## src/rtl/panel_init_pkg.sv

```systemverilog
package panel_init_pkg;

  typedef enum logic [2:0] {
    STEP_PWR   = 3'd0,
    STEP_FUNC  = 3'd1,
    STEP_DISP  = 3'd2,
    STEP_CLR   = 3'd3,
    STEP_ENTRY = 3'd4
  } stepT;

  typedef struct packed {
    logic twoLines;
    logic tallFont;
    logic dispOn;
    logic cursorOn;
    logic blinkOn;
    logic increment;
    logic shiftAll;
  } panelCfgT;

  typedef struct packed {
    logic loadCfg;
    logic cntClear;
    logic cntRun;
    logic issue;
    logic done;
    stepT step;
  } seqStrobeT;

  function automatic logic [7:0] encodeCmd(input stepT s, input panelCfgT c);
    logic [7:0] code;
    case (s)
      STEP_FUNC:  code = {4'b0011, c.twoLines, c.tallFont, 2'b00};
      STEP_DISP:  code = {5'b00001, c.dispOn, c.cursorOn, c.blinkOn};
      STEP_CLR:   code = 8'h01;
      STEP_ENTRY: code = {6'b000001, c.increment, c.shiftAll};
      default:    code = 8'h00;
    endcase
    return code;
  endfunction

endpackage

```

## src/rtl/panel_init_ctrl.sv

```systemverilog
module panel_init_ctrl
  import panel_init_pkg::*;
(
  input  logic      clk,
  input  logic      rstN,
  input  logic      cntHit,
  output seqStrobeT strb
);

  typedef enum logic [1:0] {
    PH_START = 2'd0,
    PH_WAIT  = 2'd1,
    PH_ISSUE = 2'd2,
    PH_DONE  = 2'd3
  } phaseT;

  phaseT phase;
  stepT  step;

  always_ff @(posedge clk or negedge rstN) begin
    if (!rstN) begin
      phase <= PH_START;
      step  <= STEP_PWR;
    end else begin
      case (phase)
        PH_START: begin
          phase <= PH_WAIT;
          step  <= STEP_PWR;
        end
        PH_WAIT: begin
          if (cntHit) begin
            case (step)
              STEP_PWR:   begin phase <= PH_ISSUE; step <= STEP_FUNC;  end
              STEP_FUNC:  begin phase <= PH_ISSUE; step <= STEP_DISP;  end
              STEP_DISP:  begin phase <= PH_ISSUE; step <= STEP_CLR;   end
              STEP_CLR:   begin phase <= PH_ISSUE; step <= STEP_ENTRY; end
              default:    phase <= PH_DONE;
            endcase
          end
        end
        PH_ISSUE: phase <= PH_WAIT;
        default:  phase <= PH_DONE;
      endcase
    end
  end

  always_comb begin
    strb.loadCfg  = (phase == PH_START);
    strb.cntRun   = (phase == PH_WAIT);
    strb.cntClear = (phase != PH_WAIT) || cntHit;
    strb.issue    = (phase == PH_ISSUE);
    strb.done     = (phase == PH_DONE);
    strb.step     = step;
  end

  // An issued command is always followed by its own hold-off
  assert_issue_then_wait_R6: assert property (@(posedge clk) disable iff (!rstN)
    (phase == PH_ISSUE) |=> (phase == PH_WAIT) && $stable(step));

  // Once finished the sequencer never leaves the final phase
  assert_done_absorbing_R7: assert property (@(posedge clk) disable iff (!rstN)
    (phase == PH_DONE) |=> (phase == PH_DONE));

endmodule

```

## src/rtl/panel_init_dp.sv

```systemverilog
module panel_init_dp
  import panel_init_pkg::*;
#(
  parameter int unsigned CLK_HZ  = 50_000_000,
  parameter int unsigned PWR_DIV = 1
) (
  input  logic      clk,
  input  logic      rstN,
  input  seqStrobeT strb,
  input  panelCfgT  cfgIn,
  output logic      cntHit,
  output logic      cmdValid,
  output logic [7:0] cmdData,
  output logic      initDone
);

  localparam longint PWR_CYC   = ((longint'(CLK_HZ) * 30_000) / 1_000_000) / longint'(PWR_DIV) + 1;
  localparam longint SHORT_CYC = (longint'(CLK_HZ) * 39) / 1_000_000 + 1;
  localparam longint CLR_CYC   = (longint'(CLK_HZ) * 1_530) / 1_000_000 + 1;
  // Wait-phase lengths; the start phase and output register absorb two edges of power-up
  localparam longint LEN_PWR   = (PWR_CYC > 3) ? PWR_CYC - 2 : 1;
  localparam longint LEN_SHORT = (SHORT_CYC > 2) ? SHORT_CYC - 1 : 1;
  localparam longint LEN_CLR   = (CLR_CYC > 2) ? CLR_CYC - 1 : 1;
  localparam longint LEN_MAX   = (LEN_PWR > LEN_CLR) ? ((LEN_PWR > LEN_SHORT) ? LEN_PWR : LEN_SHORT)
                                                     : ((LEN_CLR > LEN_SHORT) ? LEN_CLR : LEN_SHORT);
  localparam int     CNT_W     = $clog2(LEN_MAX + 1);

  logic [CNT_W-1:0] cnt;
  logic [CNT_W-1:0] hitVal;
  panelCfgT         cfgQ;

  always_comb begin
    case (strb.step)
      STEP_PWR: hitVal = CNT_W'(LEN_PWR - 1);
      STEP_CLR: hitVal = CNT_W'(LEN_CLR - 1);
      default:  hitVal = CNT_W'(LEN_SHORT - 1);
    endcase
    cntHit = strb.cntRun && (cnt == hitVal);
  end

  always_ff @(posedge clk or negedge rstN) begin
    if (!rstN) begin
      cnt <= '0;
    end else if (strb.cntClear) begin
      cnt <= '0;
    end else if (strb.cntRun) begin
      cnt <= cnt + CNT_W'(1);
    end
  end

  always_ff @(posedge clk or negedge rstN) begin
    if (!rstN) begin
      cfgQ <= '0;
    end else if (strb.loadCfg) begin
      cfgQ <= cfgIn;
    end
  end

  always_ff @(posedge clk or negedge rstN) begin
    if (!rstN) begin
      cmdValid <= 1'b0;
      cmdData  <= 8'h00;
      initDone <= 1'b0;
    end else begin
      cmdValid <= strb.issue;
      initDone <= strb.done;
      if (strb.issue) begin
        cmdData <= encodeCmd(strb.step, cfgQ);
      end
    end
  end

  // A strobe never lasts longer than one cycle
  assert_strobe_one_cycle_R8: assert property (@(posedge clk) disable iff (!rstN)
    cmdValid |=> !cmdValid);

  // Completion is sticky until the next reset
  assert_done_sticky_R7: assert property (@(posedge clk) disable iff (!rstN)
    initDone |=> initDone);

  // The port is quiet once ownership has passed on
  assert_quiet_after_done_R7: assert property (@(posedge clk) disable iff (!rstN)
    initDone |-> !cmdValid);

  // Captured configuration does not move after the start phase
  assert_cfg_frozen_R9: assert property (@(posedge clk) disable iff (!rstN)
    !strb.loadCfg |=> $stable(cfgQ));

  // The hold-off counter never runs past the selected length
  assert_cnt_bounded_R6: assert property (@(posedge clk) disable iff (!rstN)
    strb.cntRun |-> (cnt <= hitVal));

endmodule

```

## src/rtl/panel_init_seq.sv

```systemverilog
module panel_init_seq
  import panel_init_pkg::*;
#(
  parameter int unsigned CLK_HZ  = 50_000_000,
  parameter int unsigned PWR_DIV = 1
) (
  input  logic       clk,
  input  logic       rstN,
  input  logic       cfgTwoLines,
  input  logic       cfgTallFont,
  input  logic       cfgDisplayOn,
  input  logic       cfgCursorOn,
  input  logic       cfgBlink,
  input  logic       cfgIncrement,
  input  logic       cfgShiftAll,
  output logic       cmdValid,
  output logic [7:0] cmdData,
  output logic       cmdRs,
  output logic       cmdRw,
  output logic       initDone
);

  seqStrobeT strb;
  panelCfgT  cfgIn;
  logic      cntHit;

  assign cfgIn = '{twoLines: cfgTwoLines, tallFont: cfgTallFont, dispOn: cfgDisplayOn,
                   cursorOn: cfgCursorOn, blinkOn: cfgBlink, increment: cfgIncrement,
                   shiftAll: cfgShiftAll};

  // Every script write targets the instruction register
  assign cmdRs = 1'b0;
  assign cmdRw = 1'b0;

  panel_init_ctrl i_ctrl (
    .clk    (clk),
    .rstN   (rstN),
    .cntHit (cntHit),
    .strb   (strb)
  );

  panel_init_dp #(
    .CLK_HZ  (CLK_HZ),
    .PWR_DIV (PWR_DIV)
  ) i_dp (
    .clk      (clk),
    .rstN     (rstN),
    .strb     (strb),
    .cfgIn    (cfgIn),
    .cntHit   (cntHit),
    .cmdValid (cmdValid),
    .cmdData  (cmdData),
    .initDone (initDone)
  );

endmodule

```

## config.mk

```make
export PLATFORM = sky130hd
export DESIGN_NAME = panel_init_seq
export DESIGN_NICKNAME = d
export VERILOG_FILES = /design/src/rtl/panel_init_pkg.sv /design/src/rtl/panel_init_ctrl.sv /design/src/rtl/panel_init_dp.sv /design/src/rtl/panel_init_seq.sv
export SDC_FILE = /design/constraint.sdc
export NUM_CORES = 1
export LEC_CHECK = 0
export ABC_CLOCK_PERIOD_IN_PS = 2400
export CAP_MARGIN = 25
export CORE_MARGIN = 2
export CORE_UTILIZATION = 59
export CTS_BUF_LIST = sky130_fd_sc_hd__clkbuf_8
export CTS_CLUSTER_SIZE = 16
export DETAILED_ROUTE_END_ITERATION = 6
export GPL_TIMING_DRIVEN = 0
export HOLD_SLACK_MARGIN = 0.02
export PLACE_DENSITY_LB_ADDON = 0.1
export SLEW_MARGIN = 10
export SYNTH_ARGS = -nofsm -noshare
export SYNTH_HDL_FRONTEND = slang
export SYNTH_SLANG_ARGS = --single-unit
```

## constraint.sdc

```tcl
create_clock -name clk -period 2.4 [get_ports clk]
set_input_delay 0.48 -clock clk [delete_from_list [all_inputs] [get_ports clk]]
set_output_delay 0.48 -clock clk [all_outputs]
set_load 0.005 [all_outputs]
```

==> results.toml, run 1 <==
[run_status]
status = "finished clean"

[route]
vias_per_cell = 5.67
drc = 0
dr.pass1.iters = 4
wl_per_cell_um = 14.8
wl_mm = 4.34
drt-initial-drc-count = 147
routed-via-count = 1655
final_antenna_net_count = 0

[pwr]
p_switching_uw = 252
power.density_nw_per_um2 = 481
power_frac_seq = 0.577
p_leak_uw = 0.00110
pwr-share-comb = 0.033
peakVddDrop_mv = 0.388
internal_power_uw = 930
switching_share = 0.213
power_uw = 1180
power_frac_clock = 0.389

[timing]
period_share = 0.938
tightest_slew_ns = 0.758
worst_slack_ns = 0.149
slew_headroom = 0.493
drv_slew = 0
skew_ns = 0.00767
fin_crit_ns = 2.25
finalSetupViolCount = 0
hold_viol = 0
rsz0062_at_grt = "no"
max_freq_ghz = 0.444

[worst_setup_path]
cp_max_fo = 10
cp.required_ns = 2.58
endpoint_kind = "flip-flop"
cp-start-kind = "flip-flop"
crit_type = "reg2reg"
arrival_ns = 2.43

[logic_synthesis]
synth.most_common_cell = "dfrtp_1"
synthMuxAreaShare = 0.0425
netlist_top_cells_count = "dfrtp_1, nor2_1, nand2_1, nand3_1, xnor2_1"
ys_types = 49
synth_edf_count = 0
synth_top_area_frac = 0.472
syn_area_um2 = 2120
synth_simple_gate_area_frac = 0.244
ys_seq_elements = 40
synth_xor_area_frac = 0.0785
synth_area_leader_cell = "dfrtp_1"
synth_cells = 218
synth_top_family_by_area = "simple AND/OR/NAND/NOR gates"
ys_warn_count = 0
async_flop_share = 1.00
synthTopCellsByArea = "dfrtp_1, nor2_1, xnor2_1, mux2_1, xor2_1"
ys.flop_type = "dfrtp_1"
yosys.area_share.adder = 0.00590
synth-compound-area-share = 0.103
avgSynthCellArea_um2 = 9.72
yosysSeqAreaShare = 0.472

[place]
hpwl_mm = 3.25
place.gp.congestion = 0.826
io_buffers = 16
dpl.cell_count = 284
dp_worst_setup_slack_ns = 0.188
place_area_um2 = 2360

[grt]
grt_pass1_vias = 1672
use_met3 = 0.0405
grt.total_usage = 0.238
grt-busiest-layer = "met2"
grt_max_degree = 30
grtUsageMet2 = 0.395
grt_first_pass_wirelength_mm = 7.53
grtUsageMet1 = 0.313
antenna_found_initial = 0
overflow = 0

[flow_run]
cap_violations = 0

[cells_and_area]
fin_area_um2 = 2460
drive_above_1_share = 0.110
nets = 255
post-route-util = 0.725
fin_cells = 292
antennaDiodeCount = 0
area_growth_pct = 15.9

[clock_network]
ctsHtreeMaxLevel = 2
clkTransAtPathRegs_ns = 0.08
clkLatencyLatePin_ns = 0.29
cts_tree = "done"
post_cts_resized = 0
post_cts_buffers = 0
clock-sinks = 40
cts_buffers = 5
root_buffer = "clkbuf_8"
clock_path_buffers = 2
hold_buffers = 0

[floorplanning]
num_io_pins = 21
coreArea_um2 = 3390
die_width_um = 63.9
dieArea_um2 = 4090
fp.dieH_um = 63.9
initial_core_util = 0.625
row_count = 21

[hold_path]
hold_path_class = "in2async"
-- path summary, 6_finish.rpt --
check                                 from              end  slack [ns]  cells past startpoint
setup / recovery              i_dp.cnt[14]     i_dp.cnt[12]        0.15                      7
hold / removal                        rstN      i_dp.cnt[8]        0.06                      1
setup reg to reg              i_dp.cnt[14]     i_dp.cnt[12]        0.15                      7
hold reg to reg            i_dp.cmdData[0]  i_dp.cmdData[0]        0.48                      1
max in group asynchronous             rstN  i_dp.cmdData[2]        1.91                      2
min in group clk           i_dp.cmdData[0]  i_dp.cmdData[0]        0.48                      1
-- state kept, by name, summed over array words and instances, names as in the netlist --
name           count
i_dp.cnt          21
i_dp.cfgQ          7
i_dp.cmdData       5
i_ctrl.step        3
i_ctrl.phase       2
i_dp.cmdValid      1
i_dp.initDone      1
-- per-layer routing --
layer	wire length [um]	vias up
li1	-	799
met1	1970	798
met2	2110	52
met3	219	6
met4	39	0
met5	0	-
-- cells in the final DEF (no fill, tap or decap), types with 3 or more instances in the layout --
master           netlist  routed
and3_1                 3       3
inv_1                  6       6
nand2b_1               3       3
xor2_1                 8       8
a21oi_1                8       8
dfrtp_1               40      40
buf_4                  9       9
nand2_1               14      14
clkbuf_1               3       3
nor2_1                33      33
mux2_1                 8       8
nand4_1                5       5
or3_1                  4       4
nor2b_1                6       6
nand3_1               11      11
xnor2_1               11      11
clkbuf_8               0       6
clkdlybuf4s50_1        0      15
nor3_1                 3       3
conb_1                 1       4
-- power groups by stage --
stage	Sequential, uW	Combinational (uW)	Clock, uW
final	682	39.2	460
after global routing	683	45.2	497
after CTS	682	40.4	467
after detailed placement	696	40.3	0
after global placement	696	35.1	0
after floorplan	695	10.1	0
-- kinds of logic (layout without fill, tap and decap cells) --
kind of cell / count (synthesis) / count (layout)
AND/OR/NAND/NOR: 99 / 99
flip-flops: 40 / 40
AO/OA/AOI/OAI: 30 / 30
buffers and inverters: 20 / 45
XOR/XNOR: 19 / 19
multiplexers: 8 / 8
adder cells (fa/ha/maj): 1 / 1
other: 1 / 4
-- worst max-delay path: stages (launching register included) --
cell	delay (ns)
dfrtp_1	0.47
nor4b_2	0.33
or4b_1	0.46
a21oi_1	0.21
nand4_1	0.25
nand2_1	0.18
buf_4	0.19
nor2_1	0.07
-- layout make-up --
cell class              instances  area (um2)
plain buffers                  13        83.8
clock buffers                   6        82.6
clock inverters                 2        10.0
fillers                       249         933
inverters                       7        26.3
multi-input cells             161        1020
flip-flops and latches         40        1000
well taps                      46        57.6
repair buffers                 17         175
-- metrics by stage --
step | setup TNS [ns] | hold WS (ns)
global route | 0 | 0.0813
detailed placement | 0 | 0.376
finish | 0 | 0.0552
global placement | -0.699 | 0.462
CTS | 0 | 0.0632
floorplan | 0 | 0.184
(Power assumes the default switching activity.)
==> inputs of run 2 (changes only) <==
--- a/config.mk
+++ b/config.mk
@@ -5,10 +5,9 @@
 export SDC_FILE = /design/constraint.sdc
 export NUM_CORES = 1
 export LEC_CHECK = 0
-export ABC_CLOCK_PERIOD_IN_PS = 2400
-export CAP_MARGIN = 25
+export ABC_CLOCK_PERIOD_IN_PS = 2900
 export CORE_MARGIN = 2
-export CORE_UTILIZATION = 59
+export CORE_UTILIZATION = 60
 export CTS_BUF_LIST = sky130_fd_sc_hd__clkbuf_8
 export CTS_CLUSTER_SIZE = 16
 export DETAILED_ROUTE_END_ITERATION = 6
==> constraint.sdc (replaced) <==
create_clock -name clk -period 2.9 [get_ports clk]
set_input_delay 0.58 -clock clk [delete_from_list [all_inputs] [get_ports clk]]
set_output_delay 0.58 -clock clk [all_outputs]
set_load 0.005 [all_outputs]
==> run 2 against run 1 <==
Combinational power is 15% lower. Via count unchanged. Cell count stayed put. Non-clock buffer count stayed put. Worst setup slack improved by 0.55 ns. Largest power group unchanged. Sequential power is 17% lower. Largest cell class unchanged.
==> results.toml, run 2 (synthesis gave the netlist of run 1 again) <==
[floorplanning]
row_count = 21
dieArea_um2 = 4020
fp.dieH_um = 63.4
num_io_pins = 21
die_width_um = 63.4
coreArea_um2 = 3360
initial_core_util = 0.630

[timing]
drv_slew = 0
rsz0062_at_grt = "no"
skew_ns = 0.00360
worst_slack_ns = 0.700
max_freq_ghz = 0.455
period_share = 0.759
finalSetupViolCount = 0
setup_tns_ns = 0
fin_crit_ns = 2.20
fin_hold_ws_ns = 0.237
hold_viol = 0
tightest_slew_ns = 0.720
slew_headroom = 0.518

[cells_and_area]
area_growth_pct = 16.1
fin_cells = 292
largest_reg_flops = 21
drive_above_1_share = 0.102
reg_top3 = "i_dp.cnt (21), i_dp.cfgQ (7), i_dp.cmdData (5)"
final_common_cell = "dfrtp_1"
mostFrequentLayoutCells = "dfrtp_1, nor2_1, clkdlybuf4s50_1"
fill_cells = 285
antennaDiodeCount = 0
regMostFlops = "i_dp.cnt"
nets = 255

[clock_network]
cts_tree = "done"
clkLatencyLatePin_ns = 0.28
cts_buffers = 5
clock-sinks = 40
post_cts_resized = 0
clkTransAtPathRegs_ns = 0.07
ctsHtreeMaxLevel = 2
root_buffer = "clkbuf_8"
post_cts_buffers = 0
clock_path_buffers = 2
hold_buffers = 0

[grt]
grt.total_usage = 0.228
grt_max_degree = 23
overflow = 0
use_met3 = 0.0357
grt-busiest-layer = "met2"
grtUsageMet1 = 0.310
grt_first_pass_wirelength_mm = 7.22
grtUsageMet2 = 0.368
antenna_found_initial = 0
grt_pass1_vias = 1630

[worst_setup_path]
crit_buf_inv = 1
cpLargestDelayFamily = "simple AND/OR/NAND/NOR gates"
path_cells = "nor4b_2, or4b_1, a21oi_1, nand4_1, nand2_1, buf_4, nor2_1"
endpoint_kind = "flip-flop"
slowest_delay_ns = 0.46
arrival_ns = 2.38
r2r_slack_ns = 0.70
cp-start-kind = "flip-flop"
crit_type = "reg2reg"
cp_max_fo = 10
cp.required_ns = 3.08
critPathSlowestCell = "dfrtp_1"

[place]
dpl.cell_count = 284
dp_worst_setup_slack_ns = 0.727
place.gp.congestion = 0.797
io_buffers = 16
hpwl_mm = 3.14

[route]
routed-via-count = 1655
dr.pass1.iters = 4
wl_mm = 4.22
drt-initial-drc-count = 100
wl_per_cell_um = 14.5
final_antenna_net_count = 0
drc = 0
vias_per_cell = 5.67

[flow_run]
cap_violations = 0

[pwr]
peakVddDrop_mv = 0.401
power_frac_clock = 0.382
p_switching_uw = 201
pwr-share-comb = 0.035
power_uw = 968
power_frac_seq = 0.584
power.density_nw_per_um2 = 393
switching_share = 0.207
internal_power_uw = 768
p_leak_uw = 0.00111

[hold_path]
hold_path_class = "in2async"

[run_status]
status = "finished clean"
-- run 2: worst reg2reg max path, cell delays in order, from the launching register on --
cell     delay (ns)
dfrtp_1        0.46
nor4b_2        0.33
or4b_1         0.46
a21oi_1        0.19
nand4_1        0.24
nand2_1        0.17
buf_4          0.18
nor2_1         0.07
-- run 2: final timing paths --
check / end / cells after the start / startpoint
setup / recovery: i_dp.cnt[20] / 7 / i_dp.cnt[14]
hold / removal: i_dp.cnt[8] / 1 / rstN
setup reg to reg: i_dp.cnt[20] / 7 / i_dp.cnt[14]
hold reg to reg: i_dp.cmdData[0] / 1 / i_dp.cmdData[0]
max in group asynchronous: i_dp.cnt[2] / 2 / rstN
min in group clk: i_dp.cmdData[0] / 1 / i_dp.cmdData[0]
-- run 2: area by class of cell --
cell class                 count  area [um2]  area share
timing repair buffer          17         183      0.0742
tap                           46        57.6      0.0234
clock inverter                 2        7.51     0.00305
inverter                       7        26.3      0.0107
sequential                    40        1000       0.407
buffer                        13        83.8      0.0341
clock buffer                   6        82.6      0.0336
multi-input combinational    161        1020       0.414
-- run 2: stage by stage --
step,cell area [um2],util
CTS,2460,0.732
floorplan,2130,-
global route,2460,0.732
detailed placement,2370,0.705
global placement,2350,0.698
finish,2460,0.732
-- run 2: per-layer routing --
| metal | vias to the layer above | wire length (um) |
|---|---|---|
| li1 | 802 | - |
| met1 | 804 | 2010 |
| met2 | 47 | 2030 |
| met3 | 2 | 170 |
| met4 | 0 | 12 |
| met5 | - | 0 |
-- run 2: power by group through the flow --
stage / Clock (uW) / Combinational, uW / Sequential (uW)
floorplan: 0 / 8.32 / 575
global placement: 0 / 29.1 / 576
detailed placement: 0 / 34.3 / 576
CTS: 376 / 34.4 / 565
global route: 406 / 38.0 / 565
finish: 370 / 33.4 / 565
==> inputs of run 3 (changes only) <==
--- a/config.mk
+++ b/config.mk
@@ -5,9 +5,9 @@
 export SDC_FILE = /design/constraint.sdc
 export NUM_CORES = 1
 export LEC_CHECK = 0
-export ABC_CLOCK_PERIOD_IN_PS = 2900
+export ABC_CLOCK_PERIOD_IN_PS = 2180
 export CORE_MARGIN = 2
-export CORE_UTILIZATION = 60
+export CORE_UTILIZATION = 59
 export CTS_BUF_LIST = sky130_fd_sc_hd__clkbuf_8
 export CTS_CLUSTER_SIZE = 16
 export DETAILED_ROUTE_END_ITERATION = 6
==> constraint.sdc (replaced) <==
create_clock -name clk -period 2.18 [get_ports clk]
set_input_delay 0.436 -clock clk [delete_from_list [all_inputs] [get_ports clk]]
set_output_delay 0.436 -clock clk [all_outputs]
set_load 0.005 [all_outputs]
==> run 3 against run 2 <==
Power rose by 35%. Critical path type unchanged. Clock skew up 0.00092 ns. First-iteration DRC count increased by 59%.
==> results.toml, run 3 (synthesis gave the netlist of run 1 again) <==
[route]
drc = 0
vias_per_cell = 5.67
dr.pass1.iters = 5
wl_mm = 4.56
drt-initial-drc-count = 159
final_antenna_net_count = 0
wl_per_cell_um = 15.0
routed-via-count = 1719

[hold_path]
hold_path_class = "reg2reg"

[timing]
skew_ns = 0.00452
hold_viol = 0
finalSetupViolCount = 0
drv_slew = 0
period_share = 0.981
fin_crit_ns = 2.14
max_freq_ghz = 0.468
tightest_slew_ns = 0.716
slew_headroom = 0.521
setup_tns_ns = 0

[pwr]
power.density_nw_per_um2 = 503
peakVddDrop_mv = 0.437
p_leak_uw = 0.00115

[worst_setup_path]
crit_type = "reg2reg"
path_cells = "nor4b_4, or4b_4, a21oi_4, nand4_1, buf_4, or3_1"
endpoint_kind = "flip-flop"
cp-start-kind = "flip-flop"
cpLargestDelayFamily = "simple AND/OR/NAND/NOR gates"
critPathSlowestCell = "or4b_4"
arrival_ns = 2.30
cp_max_fo = 4
slowest_delay_ns = 0.51
cp.required_ns = 2.35
crit_buf_inv = 1

[cells_and_area]
regMostFlops = "i_dp.cnt"
area_growth_pct = 22.4
largest_reg_flops = 21
final_common_cell = "dfrtp_1"
fill_cells = 235
antennaDiodeCount = 0
post-route-util = 0.765
reg_top3 = "i_dp.cnt (21), i_dp.cfgQ (7), i_dp.cmdData (5)"
drive_above_1_share = 0.183
nets = 266
mostFrequentLayoutCells = "dfrtp_1, nor2_1, buf_4"

[grt]
grt_max_degree = 30
grt_pass1_vias = 1695
grt.total_usage = 0.240
overflow = 0
grt_first_pass_wirelength_mm = 7.58
antenna_found_initial = 0

[floorplanning]
initial_core_util = 0.625
dieArea_um2 = 4090
die_width_um = 63.9
coreArea_um2 = 3390
fp.dieH_um = 63.9
row_count = 21
num_io_pins = 21

[clock_network]
cts_buffers = 5
clkLatencyLatePin_ns = 0.28
ctsHtreeMaxLevel = 2
root_buffer = "clkbuf_8"
clock-sinks = 40
cts_tree = "done"
clkTransAtPathRegs_ns = 0.08
clock_path_buffers = 2

[place]
hpwl_mm = 3.25
place.gp.congestion = 0.826
io_buffers = 16

[flow_run]
cap_violations = 0

[run_status]
status = "finished clean"
## run 3: final cells by class
type	instances	area, um2	area share
clock inverter	2	10.0	0.00386
multi-input combinational	161	1060	0.409
timing repair buffer	28	260	0.100
clock buffer	6	82.6	0.0318
inverter	7	26.3	0.0101
tap	46	57.6	0.0222
sequential	40	1010	0.388
buffer	13	90.1	0.0347
## run 3: final timing paths
kind	depth (start not counted)	slack, ns	from	to
min reg2reg	1	0.49	i_dp.cmdData[0]	i_dp.cmdData[0]
max reg2reg	6	0.04	i_dp.cnt[14]	i_ctrl.phase[0]
min in group asynchronous	2	0.55	rstN	i_dp.cnt[8]
max	6	0.04	i_dp.cnt[14]	i_ctrl.phase[0]
max in group asynchronous	3	1.19	rstN	i_dp.cnt[18]
min	1	0.49	i_dp.cmdData[0]	i_dp.cmdData[0]
## run 3: worst reg2reg max path, delay by kind of cell, from the launching register on
kind / cells / cell delay (ns)
compound gates: 1 / 0.15
buf+inv: 1 / 0.18
flops: 1 / 0.45
simple gates: 4 / 1.24
## run 3: routing by layer
| metal | GRT usage | wire length, um | vias to the layer above |
|---|---|---|---|
| met5 | 0 | 0 | - |
| met4 | 0.101 | 50 | 0 |
| met3 | 0.0440 | 250 | 6 |
| met2 | 0.397 | 2220 | 63 |
| met1 | 0.310 | 2040 | 826 |
| li1 | - | - | 824 |
## run 3: timing repair
item	CTS	global route
hold buffers	1	0
resized for setup	2	13
endpoints found under the setup margin	20	25
pin swaps	2	6
hold endpoints to repair	3	0
setup buffers	1	9
## run 3: stage by stage
step	cell area (um2)	total power (uW)	std cells	hold WS, ns	setup WS (ns)
2_1_floorplan	2130	776	221	0.140	0.236
3_3_place_gp	2350	805	283	0.462	-0.195
3_5_place_dp	2360	810	284	0.332	-0.0316
4_1_cts	2480	1310	294	0.495	0.0175
5_1_grt	2590	1350	303	0.509	-0.0542
6_report	2590	1300	303	0.486	0.0425
## run 3: power by group
group          internal [uW]  switching, uW  leakage, uW
clock                    253            256    0.0000510
sequential               748           3.37     0.000521
combinational           24.1           20.7     0.000579
total                   1020            280      0.00115
